File: config.mk
export PLATFORM = sky130hd
export DESIGN_NAME = resp_frame_gen
export DESIGN_NICKNAME = d
export VERILOG_FILES = /design/src/rtl/resp_frame_pkg.sv /design/src/rtl/resp_frame_csum.sv /design/src/rtl/resp_frame_obuf.sv /design/src/rtl/resp_frame_ctrl.sv /design/src/rtl/resp_frame_gen.sv
export SDC_FILE = /design/constraint.sdc
export NUM_CORES = 1
export LEC_CHECK = 0
export BUFFER_PORTS_ARGS = -buffer_cell sky130_fd_sc_hd__buf_4
export CAP_MARGIN = 10
export CORE_MARGIN = 4
export CORE_UTILIZATION = 55
export CTS_BUF_LIST = sky130_fd_sc_hd__clkbuf_16
export CTS_CLUSTER_DIAMETER = 40
export DETAILED_ROUTE_END_ITERATION = 10
export HOLD_SLACK_MARGIN = 0.06
export PLACE_DENSITY = 0.75
export SYNTH_ARGS = -nofsm -noshare
export SYNTH_HDL_FRONTEND = slang
export SYNTH_SLANG_ARGS = --single-unit
File: constraint.sdc
create_clock -name clk_i -period 4.04 [get_ports clk_i]
set_clock_uncertainty 0.2 [all_clocks]
set_input_delay 0.202 -clock clk_i [delete_from_list [all_inputs] [get_ports clk_i]]
set_output_delay 0.202 -clock clk_i [all_outputs]
set_load 0.02 [all_outputs]
File: src/rtl/resp_frame_pkg.sv
package resp_frame_pkg;
  localparam int BYTE_W = 8;

  localparam logic [BYTE_W-1:0] FR_HDR      = 8'h02;
  localparam logic [BYTE_W-1:0] FR_END_LAST = 8'h03;
  localparam logic [BYTE_W-1:0] FR_END_MORE = 8'h17;

  // status codes carried as payload
  localparam logic [BYTE_W-1:0] ST_ACK       = 8'h06;
  localparam logic [BYTE_W-1:0] ST_NACK      = 8'h15;
  localparam logic [BYTE_W-1:0] ST_PARAM_ERR = 8'h05;
  localparam logic [BYTE_W-1:0] ST_VFY_ERR   = 8'h0F;
  localparam logic [BYTE_W-1:0] ST_PROT_ERR  = 8'h10;
  localparam logic [BYTE_W-1:0] ST_ERS_ERR   = 8'h1A;
  localparam logic [BYTE_W-1:0] ST_BLANK_ERR = 8'h1B;
  localparam logic [BYTE_W-1:0] ST_WR_ERR    = 8'h1C;
  localparam logic [BYTE_W-1:0] ST_BUSY      = 8'hFF;

  typedef enum logic [2:0] {
    PH_IDLE,
    PH_HDR,
    PH_LEN,
    PH_PAY,
    PH_SUM,
    PH_END
  } fr_phase_e;
endpackage

File: src/rtl/resp_frame_csum.sv
module resp_frame_csum
  import resp_frame_pkg::*;
(
  input  logic              clk_i,
  input  logic              rst_ni,
  input  logic              clr_i,
  input  logic              sub_i,
  input  logic [BYTE_W-1:0] byte_i,
  output logic [BYTE_W-1:0] sum_o
);
  logic [BYTE_W-1:0] acc_q;

  always_ff @(posedge clk_i or negedge rst_ni) begin
    if (!rst_ni)    acc_q <= '0;
    else if (clr_i) acc_q <= '0;
    else if (sub_i) acc_q <= acc_q - byte_i;
  end

  assign sum_o = acc_q;
endmodule

File: src/rtl/resp_frame_obuf.sv
module resp_frame_obuf
  import resp_frame_pkg::*;
(
  input  logic              clk_i,
  input  logic              rst_ni,
  input  logic              in_valid_i,
  input  logic [BYTE_W-1:0] in_byte_i,
  output logic              load_o,
  output logic              out_valid_o,
  output logic [BYTE_W-1:0] out_byte_o,
  input  logic              out_ready_i
);
  logic              valid_q;
  logic [BYTE_W-1:0] byte_q;

  // slot free when empty or being drained this cycle
  assign load_o = !valid_q || out_ready_i;

  always_ff @(posedge clk_i or negedge rst_ni) begin
    if (!rst_ni) begin
      valid_q <= 1'b0;
      byte_q  <= '0;
    end else if (load_o) begin
      valid_q <= in_valid_i;
      if (in_valid_i) byte_q <= in_byte_i;
    end
  end

  assign out_valid_o = valid_q;
  assign out_byte_o  = byte_q;
endmodule

File: src/rtl/resp_frame_ctrl.sv
module resp_frame_ctrl
  import resp_frame_pkg::*;
#(
  parameter int CNT_W = 9
) (
  input  logic              clk_i,
  input  logic              rst_ni,
  input  logic              start_go_i,
  input  logic [CNT_W-1:0]  len_i,
  input  logic              more_i,
  input  logic              pay_valid_i,
  input  logic [BYTE_W-1:0] pay_data_i,
  input  logic              adv_i,
  input  logic [BYTE_W-1:0] csum_i,
  output logic              gen_valid_o,
  output logic [BYTE_W-1:0] gen_byte_o,
  output logic              pay_ready_o,
  output logic              active_o,
  output logic              csum_clr_o,
  output logic              csum_sub_o
);
  fr_phase_e         ph_q;
  logic [CNT_W-1:0]  rem_q;
  logic [BYTE_W-1:0] len_byte_q;
  logic              more_q;
  logic              fire;

  always_comb begin
    gen_byte_o = '0;
    unique case (ph_q)
      PH_HDR:  gen_byte_o = FR_HDR;
      PH_LEN:  gen_byte_o = len_byte_q;
      PH_PAY:  gen_byte_o = pay_data_i;
      PH_SUM:  gen_byte_o = csum_i;
      PH_END:  gen_byte_o = more_q ? FR_END_MORE : FR_END_LAST;
      default: gen_byte_o = '0;
    endcase
  end

  assign gen_valid_o = (ph_q != PH_IDLE) && ((ph_q != PH_PAY) || pay_valid_i);
  assign fire        = gen_valid_o && adv_i;
  assign pay_ready_o = (ph_q == PH_PAY) && adv_i;
  assign active_o    = (ph_q != PH_IDLE);
  assign csum_clr_o  = start_go_i;
  assign csum_sub_o  = fire && ((ph_q == PH_LEN) || (ph_q == PH_PAY));

  always_ff @(posedge clk_i or negedge rst_ni) begin
    if (!rst_ni) begin
      ph_q       <= PH_IDLE;
      rem_q      <= '0;
      len_byte_q <= '0;
      more_q     <= 1'b0;
    end else if (start_go_i) begin
      ph_q       <= PH_HDR;
      rem_q      <= len_i;
      len_byte_q <= len_i[BYTE_W-1:0];
      more_q     <= more_i;
    end else if (fire) begin
      unique case (ph_q)
        PH_HDR: ph_q <= PH_LEN;
        PH_LEN: ph_q <= PH_PAY;
        PH_PAY: begin
          rem_q <= rem_q - 1'b1;
          if (rem_q == CNT_W'(1)) ph_q <= PH_SUM;
        end
        PH_SUM: ph_q <= PH_END;
        PH_END: ph_q <= PH_IDLE;
        default: ph_q <= PH_IDLE;
      endcase
    end
  end
endmodule

File: src/rtl/resp_frame_gen.sv
module resp_frame_gen
  import resp_frame_pkg::*;
#(
  parameter int MAX_LEN = 256,
  localparam int CNT_W  = $clog2(MAX_LEN + 1)
) (
  input  logic              clk_i,
  input  logic              rst_ni,
  input  logic              start_i,
  input  logic [CNT_W-1:0]  start_len_i,
  input  logic              start_more_i,
  output logic              busy_o,
  input  logic              pay_valid_i,
  input  logic [BYTE_W-1:0] pay_data_i,
  output logic              pay_ready_o,
  output logic              tx_valid_o,
  output logic [BYTE_W-1:0] tx_data_o,
  input  logic              tx_ready_i
);
  logic              start_go, active, gen_valid, load, csum_clr, csum_sub;
  logic [BYTE_W-1:0] gen_byte, csum;

  assign busy_o   = active || tx_valid_o;
  assign start_go = start_i && !busy_o && (start_len_i != '0);

  resp_frame_ctrl #(.CNT_W(CNT_W)) i_ctrl (
    .clk_i       (clk_i),
    .rst_ni      (rst_ni),
    .start_go_i  (start_go),
    .len_i       (start_len_i),
    .more_i      (start_more_i),
    .pay_valid_i (pay_valid_i),
    .pay_data_i  (pay_data_i),
    .adv_i       (load),
    .csum_i      (csum),
    .gen_valid_o (gen_valid),
    .gen_byte_o  (gen_byte),
    .pay_ready_o (pay_ready_o),
    .active_o    (active),
    .csum_clr_o  (csum_clr),
    .csum_sub_o  (csum_sub)
  );

  resp_frame_csum i_csum (
    .clk_i  (clk_i),
    .rst_ni (rst_ni),
    .clr_i  (csum_clr),
    .sub_i  (csum_sub),
    .byte_i (gen_byte),
    .sum_o  (csum)
  );

  resp_frame_obuf i_obuf (
    .clk_i       (clk_i),
    .rst_ni      (rst_ni),
    .in_valid_i  (gen_valid),
    .in_byte_i   (gen_byte),
    .load_o      (load),
    .out_valid_o (tx_valid_o),
    .out_byte_o  (tx_data_o),
    .out_ready_i (tx_ready_i)
  );
endmodule

== Word-level counts from Yosys, hierarchy flattened ==
Index checks and enable logic that the tools add are counted.

* Register bits: 38
* Input port bits: 23
* Output and inout port bits: 11
* Logic and storage cells: 48

* Add/subtract/negate cells: 2
* Equality and inequality tests: 8
* Mux-type cells: 11
* Reduce and logical (&&, ||, !) cells: 20

{| class="wikitable"
|+ Operator list
! operator !! number
|-
| $pmux W8 S5 || 1
|-
| $mux W9 || 3
|-
| $mux W8 || 2
|-
| $pmux W3 S4 || 1
|-
| $eq A9 B1 Y1 const B || 1
|-
| $mux W3 || 3
|-
| $reduce_bool A9 Y1 || 1
|-
| $sub A9 B1 Y9 const B || 1
|-
| $sub A8 B8 Y8 || 1
|-
| $eq A3 B2 Y1 const B || 2
|-
| $eq A3 B3 Y1 const B || 2
|-
| $logic_and A1 B1 Y1 || 6
|-
| $reduce_and A2 Y1 || 3
|-
| $reduce_bool A2 Y1 || 3
|-
| $mux W5 || 1
|-
| $logic_or A1 B1 Y1 || 4
|-
| $eq A3 B1 Y1 const B || 1
|-
| $ne A3 B2 Y1 const B || 1
|-
| $ne A3 B3 Y1 const B || 1
|-
| $reduce_bool A3 Y1 || 1
|-
| $logic_not A1 Y1 || 2
|}

== Longest topological paths before layout ==
Gate-level depths: netlist (run 1).

* Depth after elaboration: 7
* Gate-level depth with buffers: 12
* Mapped depth without buffers: 10

== Cells and area by module ==
From an unflattened synthesis (run 1), not the netlist that was laid out.

* Cells, all modules: 262
* Area, all modules: 2489.9 um^2

{| class="wikitable"
|+ By module, submodules not included
! module !! instances !! cells each !! area an instance (um^2) !! sequential area each (um^2)
|-
| resp_frame_ctrl || 1 || 157 || 1363.8 || 525.5
|-
| resp_frame_csum || 1 || 79 || 704.4 || 200.2
|-
| resp_frame_obuf || 1 || 20 || 385.4 || 225.2
|-
| resp_frame_gen || 1 || 6 || 36.3 || 0.0
|}

== Least setup slack after synthesis (run 1) ==
OpenSTA, ideal clock, no wires.

* Kind: register to register
* Start point: register i_ctrl.ph_q[0]
* End point: register i_csum.acc_q[6], in the netlist i_csum.sum_o[6]
* Setup time: 134 ps
* Data arrival time: 2405 ps
* Data required time: 3706 ps
* Slack: 1301 ps
* Cell stages (with the launch flop): 13
* Path buffers: 2
* Clock period less this slack: 2739 ps
* Path through: dfrtp_1 -> buf_2 -> buf_2 -> nor2_1 -> o22ai_1 -> ha_1 -> inv_1 -> fa_1 -> a211oi_1 -> o21bai_1 -> a21oi_1 -> xor2_1 -> o21ai_0

* Elaborated cells between the ends (all ways): 21

{| class="wikitable"
|+ RTL lines
! item !! RTL line !! source
|-
| start, declared || resp_frame_ctrl.sv:22 || <nowiki>fr_phase_e ph_q;</nowiki>
|-
| start signal, assigned || resp_frame_ctrl.sv:49 || <nowiki>ph_q <= PH_IDLE;</nowiki>
|-
| start signal, assigned || resp_frame_ctrl.sv:54 || <nowiki>ph_q <= PH_HDR;</nowiki>
|-
| start signal, assigned || resp_frame_ctrl.sv:60 || <nowiki>PH_HDR: ph_q <= PH_LEN;</nowiki>
|-
| $eq A3 B3 Y1, or another cell as far along || resp_frame_ctrl.sv:30 || <nowiki>unique case (ph_q)</nowiki>
|-
| $pmux W8 S5 * || resp_frame_ctrl.sv:30 ||
|-
| named net gen_byte[0] || resp_frame_gen.sv:21 || <nowiki>logic [BYTE_W-1:0] gen_byte, csum;</nowiki>
|-
| $sub A8 B8 Y8 * || resp_frame_csum.sv:16 || <nowiki>else if (sub_i) acc_q <= acc_q - byte_i;</nowiki>
|-
| $mux W8 * || resp_frame_csum.sv:16 ||
|-
| $mux W8 * || resp_frame_csum.sv:15 || <nowiki>else if (clr_i) acc_q <= '0;</nowiki>
|-
| end signal, assigned || resp_frame_csum.sv:16 ||
|-
| end, declared || resp_frame_csum.sv:11 || <nowiki>logic [BYTE_W-1:0] acc_q;</nowiki>
|}

Mark *: on every way through the listed nets, which the timed path passes. The rest lies on a longest branch. The select of a mux whose other input is x is not followed.
A chain may end at the register's enable or synchronous reset.

== Worst setup path after layout (run 1) ==
* Start point: register i_ctrl.ph_q[0]
* End point: register i_csum.acc_q[7], in the netlist i_csum.sum_o[7]

* Cells in the longest elaborated chain, start to end: 6
* Elaborated cells between the ends (all ways): 21

{| class="wikitable"
|+ RTL lines
! item
|-
| branches (longest 6 deep; another with $sub A8 B8 Y8)
|}

Several ways; the timed one is not identified. The select of a mux whose other input is x is not followed.

==> results of run 1 <==
==> routing by layer <==
layer,up-vias,track usage,wire length (um)
met1,918,0.3336,2545
met2,64,0.3708,2549
met5,-,0,0
met4,0,0.06263,85
li1,936,-,-
met3,8,0.05398,324
==> state kept, by name (all words and copies together) (netlist names) <==
register	flops
i_csum.sum_o	8
i_ctrl.len_byte_q	8
i_ctrl.more_q	1
i_ctrl.ph_q	3
i_ctrl.rem_q	9
i_obuf.out_byte_o	8
i_obuf.out_valid_o	1
==> final cells by class <==
type	count	area share
Clock buffer	5	0.04591
Clock inverter	3	0.01377
Inverter	7	0.009642
Multi-Input combinational cell	185	0.4256
Sequential cell	38	0.3489
Tap cell	48	0.02204
Timing Repair Buffer	45	0.1341
==> final timing paths <==
check	from	cells after the start	endpoint
worst max-delay path	i_ctrl.ph_q[0]	8	i_csum.sum_o[7]
worst min-delay path	start_i	5	i_ctrl.len_byte_q[2]
worst max register to register	i_ctrl.ph_q[0]	8	i_csum.sum_o[7]
worst min register to register	i_obuf.out_byte_o[3]	2	i_obuf.out_byte_o[3]
max in group asynchronous	rst_ni	2	i_ctrl.rem_q[6]
min in group asynchronous	rst_ni	2	i_ctrl.len_byte_q[2]
==> repair_timing <==
action                                  4_1_cts  5_1_grt
hold buffers                                 11        0
endpoints found under the setup margin        0        0
hold endpoints to repair                     56        0
==> through the flow <==
step,cells,setup WS [ns]
finish,331,0.9215
global route,331,0.6375
detailed placement,312,0.9423
CTS,331,0.9259
global placement,312,1.021
floorplan,240,1.301
==> critical path, stage by stage (launching register included) <==
cell and delay [ns]:
dfrtp_1 0.71, nor3b_1 0.63, a21oi_1 0.17, ha_1 0.38, a21o_1 0.17, a31o_2 0.20, a21oi_1 0.14, mux2i_1 0.24
mux2i_1 0.20
==> where the power goes <==
part           total [W]  leakage (nW)  switching (W)  internal, W
Sequential      0.000709         0.467       0.000161     0.000548
Combinational    0.00103         0.803       0.000568     0.000466
Clock           0.000434        0.0864       0.000147     0.000287
==> placed cells by master (no fill, tap or decap), types with 2 or more instances in the layout <==
| cell type | Yosys | layout |
|---|---|---|
| nand2_1 | 45 | 45 |
| dfrtp_1 | 38 | 38 |
| buf_4 | 1 | 34 |
| o21ai_0 | 22 | 22 |
| nor2_1 | 17 | 17 |
| a21oi_1 | 12 | 12 |
| mux2i_1 | 11 | 11 |
| dlygate4sd3_1 | 0 | 11 |
| inv_1 | 7 | 9 |
| nand3_1 | 9 | 9 |
| ha_1 | 9 | 9 |
| nand2b_1 | 5 | 5 |
| o21ai_1 | 5 | 5 |
| o211ai_1 | 5 | 5 |
| clkbuf_16 | 0 | 5 |
| o22a_1 | 3 | 3 |
| mux2_2 | 3 | 3 |
| a21o_1 | 3 | 3 |
| xor2_1 | 3 | 3 |
| nor3_1 | 2 | 2 |
| and4_1 | 2 | 2 |
| a31o_2 | 2 | 2 |
| or4_1 | 2 | 2 |
| or3_1 | 2 | 2 |
| xnor2_1 | 2 | 2 |
==> kinds of logic (layout without fill, tap and decap cells) <==
family	after synthesis	count (layout)
AO/OA/AOI/OAI	65	65
XOR/XNOR	5	5
adder cells (fa/ha/maj)	10	10
buffers and inverters	17	60
flip-flops	38	38
multiplexers	14	14
AND/OR/NAND/NOR	91	91
==> flow_metrics.env, run 1 <==
export IMPL_slew_violations=0
export IMPL_tightest_slew_ns=0.8828
export IMPL_seq_area_frac_synth=0.4340
export IMPL_yosysUniqueCellTypes=47
export IMPL_grt_pass1_wl_um=9363
export IMPL_ys_warnings_count=0
export IMPL_root_buffer="clkbuf_16"
export IMPL_synthAdderAreaFrac=0.06054
export IMPL_h_tree_depth=2
export IMPL_grt_pass1_vias=1884
export IMPL_gp_congestion=0.9111
export IMPL_cts_setup_buffers=0
export IMPL_synth_top_area_frac=0.4340
export IMPL_die_area_mm2=0.005057
export IMPL_synth_area_mm2=0.002191
export IMPL_synth_compound_area_frac=0.1885
export IMPL_wl_um=5505
export IMPL_synth_area_leaders="dfrtp_1, nand2_1, ha_1"
export IMPL_p_total_w=0.002177
export IMPL_drive_gt1_frac=0.1731
export IMPL_area_growth_pct=24.39
export IMPL_rrSetupSlack_ns=0.92
export IMPL_path_clk_slew_ns=0.06
export IMPL_timing_hold_ws_ns=0.1038
export IMPL_fin_crit_ns=3.118
export IMPL_yosys_area_share_simple=0.1947
export IMPL_clock_sinks=38
export IMPL_final_util=0.7279
export IMPL_avgSynthCellArea_um2=9.129
export IMPL_cap_violations=0
export IMPL_coreArea_mm2=0.003744
export IMPL_min_period_over_period=0.7719
export IMPL_syn_num_nets=273
export IMPL_synth_most_common_cell="nand2_1"
export IMPL_hold_viol=0
export IMPL_first_pass_iters=4
export IMPL_cts_resized=0
export IMPL_synthMuxAreaShare=0.06568
export IMPL_ys_async_sr_fraction=1.000
export IMPL_cts_tree="done"
export IMPL_synth_edf_count=0
export IMPL_overflow=0
export IMPL_synthTopCellsByCount="nand2_1, dfrtp_1, o21ai_0"
export IMPL_powerDensity_mw_per_mm2=798.9
export IMPL_peakVddDrop_mv=0.4916
export IMPL_grt_use_total=0.2374
export IMPL_clk_latency_ns=0.28
export IMPL_placed_area_mm2=0.002452
export IMPL_max_freq_mhz=320.7
export IMPL_final_seq_area_um2=950.9
export IMPL_rows=22
export IMPL_start_util=0.5852
export IMPL_cts_buffers=5
export IMPL_worstSetupStartpointType="flip-flop"
export IMPL_vias=1926
export IMPL_route_detailed_drc=0
export IMPL_avgViaCountPerCell=5.819
export IMPL_cp_max_fo=24
export IMPL_fin_setup_tns_ns=0
export IMPL_p_leak_nw=1.357
export IMPL_rsz0062_at_grt="no"
export IMPL_outcome="complete, no violations"
export IMPL_io_pins=34
export IMPL_fill_cells=289
export IMPL_final_cell_area_mm2=0.002725
export IMPL_synth_seq_cells=38
export IMPL_drt_iter0_drc=134
export IMPL_dieHeight_um=71.12
export IMPL_diodes=0
export IMPL_synth_xor_area_share=0.01999
export IMPL_worst_setup_path_type="flip-flop to flip-flop"
export IMPL_antenna_found_initial=0
export IMPL_dp_hpwl_um=3737
export IMPL_drtAntennaViolNets=0
export IMPL_clk_path_buf_depth=2
export IMPL_setup_viol=0
export IMPL_synth_top_family_by_area="simple AND/OR/NAND/NOR gates"
export IMPL_arrival_ns=3.13
export IMPL_required_ns=4.05
export IMPL_wl_per_cell_um=16.63
export IMPL_grt_max_degree=39
export IMPL_holdCritPathClass="input pin to flip-flop"
export IMPL_synth_cells=240
export IMPL_relSlewSlack=0.4114
export IMPL_die_w_um=71.12
export IMPL_port_buffers=33
export IMPL_multiInputGateArea_mm2=0.001160
export IMPL_endpoint_kind="flip-flop"
export IMPL_synth_flop_cell="dfrtp_1"
export IMPL_synth_largest_area_cell="dfrtp_1"
export IMPL_final_nets=315
(Power assumes the default switching activity.)
==> inputs of run 2 (changes only) <==
- clock period: 4.04 -> 3.1 ns (I/O delays scaled with it)
==> run 2 against run 1 <==
  * Total power up 28%
  * Die area unchanged
  * Critical path depth increased by 2
  * Combinational power increased by 37%
  * First-iteration DRC count increased by 29%
  * Sequential power up 26%
  * Via count up 1.0%
  * Sequential share of layout area fell by 0.41 points
  * Global-route usage shrank 0.45 points
  * Clock-buffer cell count did not move
  * Highest routed layer unchanged
==> flow_metrics.env, run 2 (synthesis results as in run 1) <==
export IMPL_outcome="complete, no violations"
export IMPL_worstSetupStartpointType="flip-flop"
export IMPL_first_pass_iters=4
export IMPL_vias=1946
export IMPL_drt_iter0_drc=173
export IMPL_grt_use_total=0.2328
export IMPL_powerDensity_mw_per_mm2=1010
export IMPL_drive_gt1_frac=0.1931
export IMPL_drtAntennaViolNets=0
export IMPL_coreArea_mm2=0.003744
export IMPL_r2r_end="i_csum.sum_o[7]"
export IMPL_cts_tree="done"
export IMPL_worst_setup_path_type="flip-flop to flip-flop"
export IMPL_clk_latency_ns=0.28
export IMPL_grt_pass1_wl_um=9163
export IMPL_port_buffers=33
export IMPL_rows=22
export IMPL_p_leak_nw=1.373
export IMPL_fin_setup_tns_ns=0
export IMPL_antenna_found_initial=0
export IMPL_cp_max_fo=6
export IMPL_rsz0062_at_grt="no"
export IMPL_final_util=0.7366
export IMPL_final_nets=322
export IMPL_cap_violations=0
export IMPL_arrival_ns=2.83
export IMPL_setup_viol=0
export IMPL_reg2regPathDepth=10
export IMPL_relSlewSlack=0.5796
export IMPL_min_from="pay_data_i[3]"
export IMPL_die_w_um=71.12
export IMPL_slew_violations=0
export IMPL_dp_hpwl_um=3802
export IMPL_grt_pass1_vias=1907
export IMPL_whs_path_depth=5
export IMPL_hold_viol=0
export IMPL_largest_register="i_ctrl.rem_q"
export IMPL_avgViaCountPerCell=5.757
export IMPL_route_detailed_drc=0
export IMPL_wl_per_cell_um=15.96
export IMPL_tightest_slew_ns=0.6289
export IMPL_gp_congestion=0.9410
export IMPL_holdCritPathClass="input pin to flip-flop"
export IMPL_clock_sinks=38
export IMPL_min_period_over_period=0.9111
export IMPL_mostFrequentLayoutCells="nand2_1, buf_4, dfrtp_1"
export IMPL_final_common_cell="nand2_1"
export IMPL_dp_cells=318
export IMPL_root_buffer="clkbuf_16"
export IMPL_wl_um=5394
export IMPL_h_tree_depth=2
export IMPL_rrSetupSlack_ns=0.28
export IMPL_dieHeight_um=71.12
export IMPL_r2r_start="i_ctrl.ph_q[0]"
export IMPL_clk_path_buf_depth=2
export IMPL_required_ns=3.11
export IMPL_stdcell_count=338
export IMPL_min_to="i_obuf.out_byte_o[3]"
export IMPL_cts_buffers=5
export IMPL_fin_crit_ns=2.825
export IMPL_io_pins=34
export IMPL_start_util=0.5852
export IMPL_max_freq_mhz=354.0
export IMPL_overflow=0
export IMPL_endpoint_kind="flip-flop"
export IMPL_fill_cells=299
export IMPL_grt_max_degree=39
export IMPL_path_clk_slew_ns=0.06
export IMPL_peakVddDrop_mv=0.6974
export IMPL_diodes=0
export IMPL_largest_register_ffs=9
export IMPL_area_growth_pct=25.87
export IMPL_die_area_mm2=0.005057
run 2: per-layer routing:
metal  GRT usage  wire length, um  vias up
met5           0                0        -
met2      0.3512             2459       44
li1            -                -      958
met4     0.08142               90        0
met3     0.06108              286        8
met1      0.3243             2558      936
run 2: repair_timing:
| action | CTS | global route |
|---|---|---|
| hold endpoints to repair | 57 | 0 |
| hold buffers | 12 | 0 |
| endpoints found under the setup margin | 0 | 1 |
| setup buffers | 0 | 0 |
| gates resized for setup | 0 | 1 |
run 2: power breakdown:
group | switching, W | total, W | internal [W]
Sequential | 0.000177 | 0.000891 | 0.000714
Combinational | 0.000777 | 0.00141 | 0.000630
Clock | 0.000196 | 0.000486 | 0.000291
Total | 0.00115 | 0.00278 | 0.00164
run 2: cell type report:
| type | instances | area [um2] | area share |
|---|---|---|---|
| clock buffers | 5 | 125.1 | 0.04537 |
| multi-input cells | 185 | 1162 | 0.4215 |
| inverters | 7 | 26.28 | 0.009528 |
| well taps | 48 | 60.06 | 0.02178 |
| repair buffers | 52 | 420.4 | 0.1525 |
| clock inverters | 3 | 12.51 | 0.004537 |
| flip-flops and latches | 38 | 950.9 | 0.3448 |
run 2: worst max path at each step:
| stage | slack [ns] | cells after the start | startpoint | endpoint |
|---|---|---|---|---|
| global route | 0.04 | 10 | i_ctrl.ph_q[2] | i_csum.sum_o[6] |
| global placement | 0.39 | 10 | i_ctrl.ph_q[0] | i_csum.sum_o[7] |
| floorplan | 0.36 | 12 | i_ctrl.ph_q[0] | i_csum.sum_o[6] |
| detailed placement | 0.28 | 10 | i_ctrl.ph_q[2] | i_csum.sum_o[6] |
| CTS | 0.28 | 10 | i_ctrl.ph_q[0] | i_csum.sum_o[7] |
| finish | 0.28 | 10 | i_ctrl.ph_q[0] | i_csum.sum_o[7] |
run 2: through the flow:
step / total power [W] / setup slack (ns) / hold WS (ns) / instance area, um2
detailed placement: 0.002271 / 0.2846 / -0.05484 / 2497
CTS: 0.002785 / 0.2781 / 0.1592 / 2755
finish: 0.002785 / 0.2755 / 0.1613 / 2758
global route: 0.003034 / 0.03742 / 0.2226 / 2758
global placement: 0.002234 / 0.3900 / -0.05057 / 2497
floorplan: 0.001879 / 0.3609 / -0.3406 / 2191
run 2: worst max-delay path, stage by stage, from the launching register on:
cell and delay (ns):
dfrtp_1 0.46, buf_4 0.21, nor3b_1 0.28, buf_4 0.20
a21oi_1 0.09, ha_1 0.36, a21o_1 0.17, a31o_2 0.20
a21oi_1 0.14, mux2i_1 0.23, mux2i_1 0.21
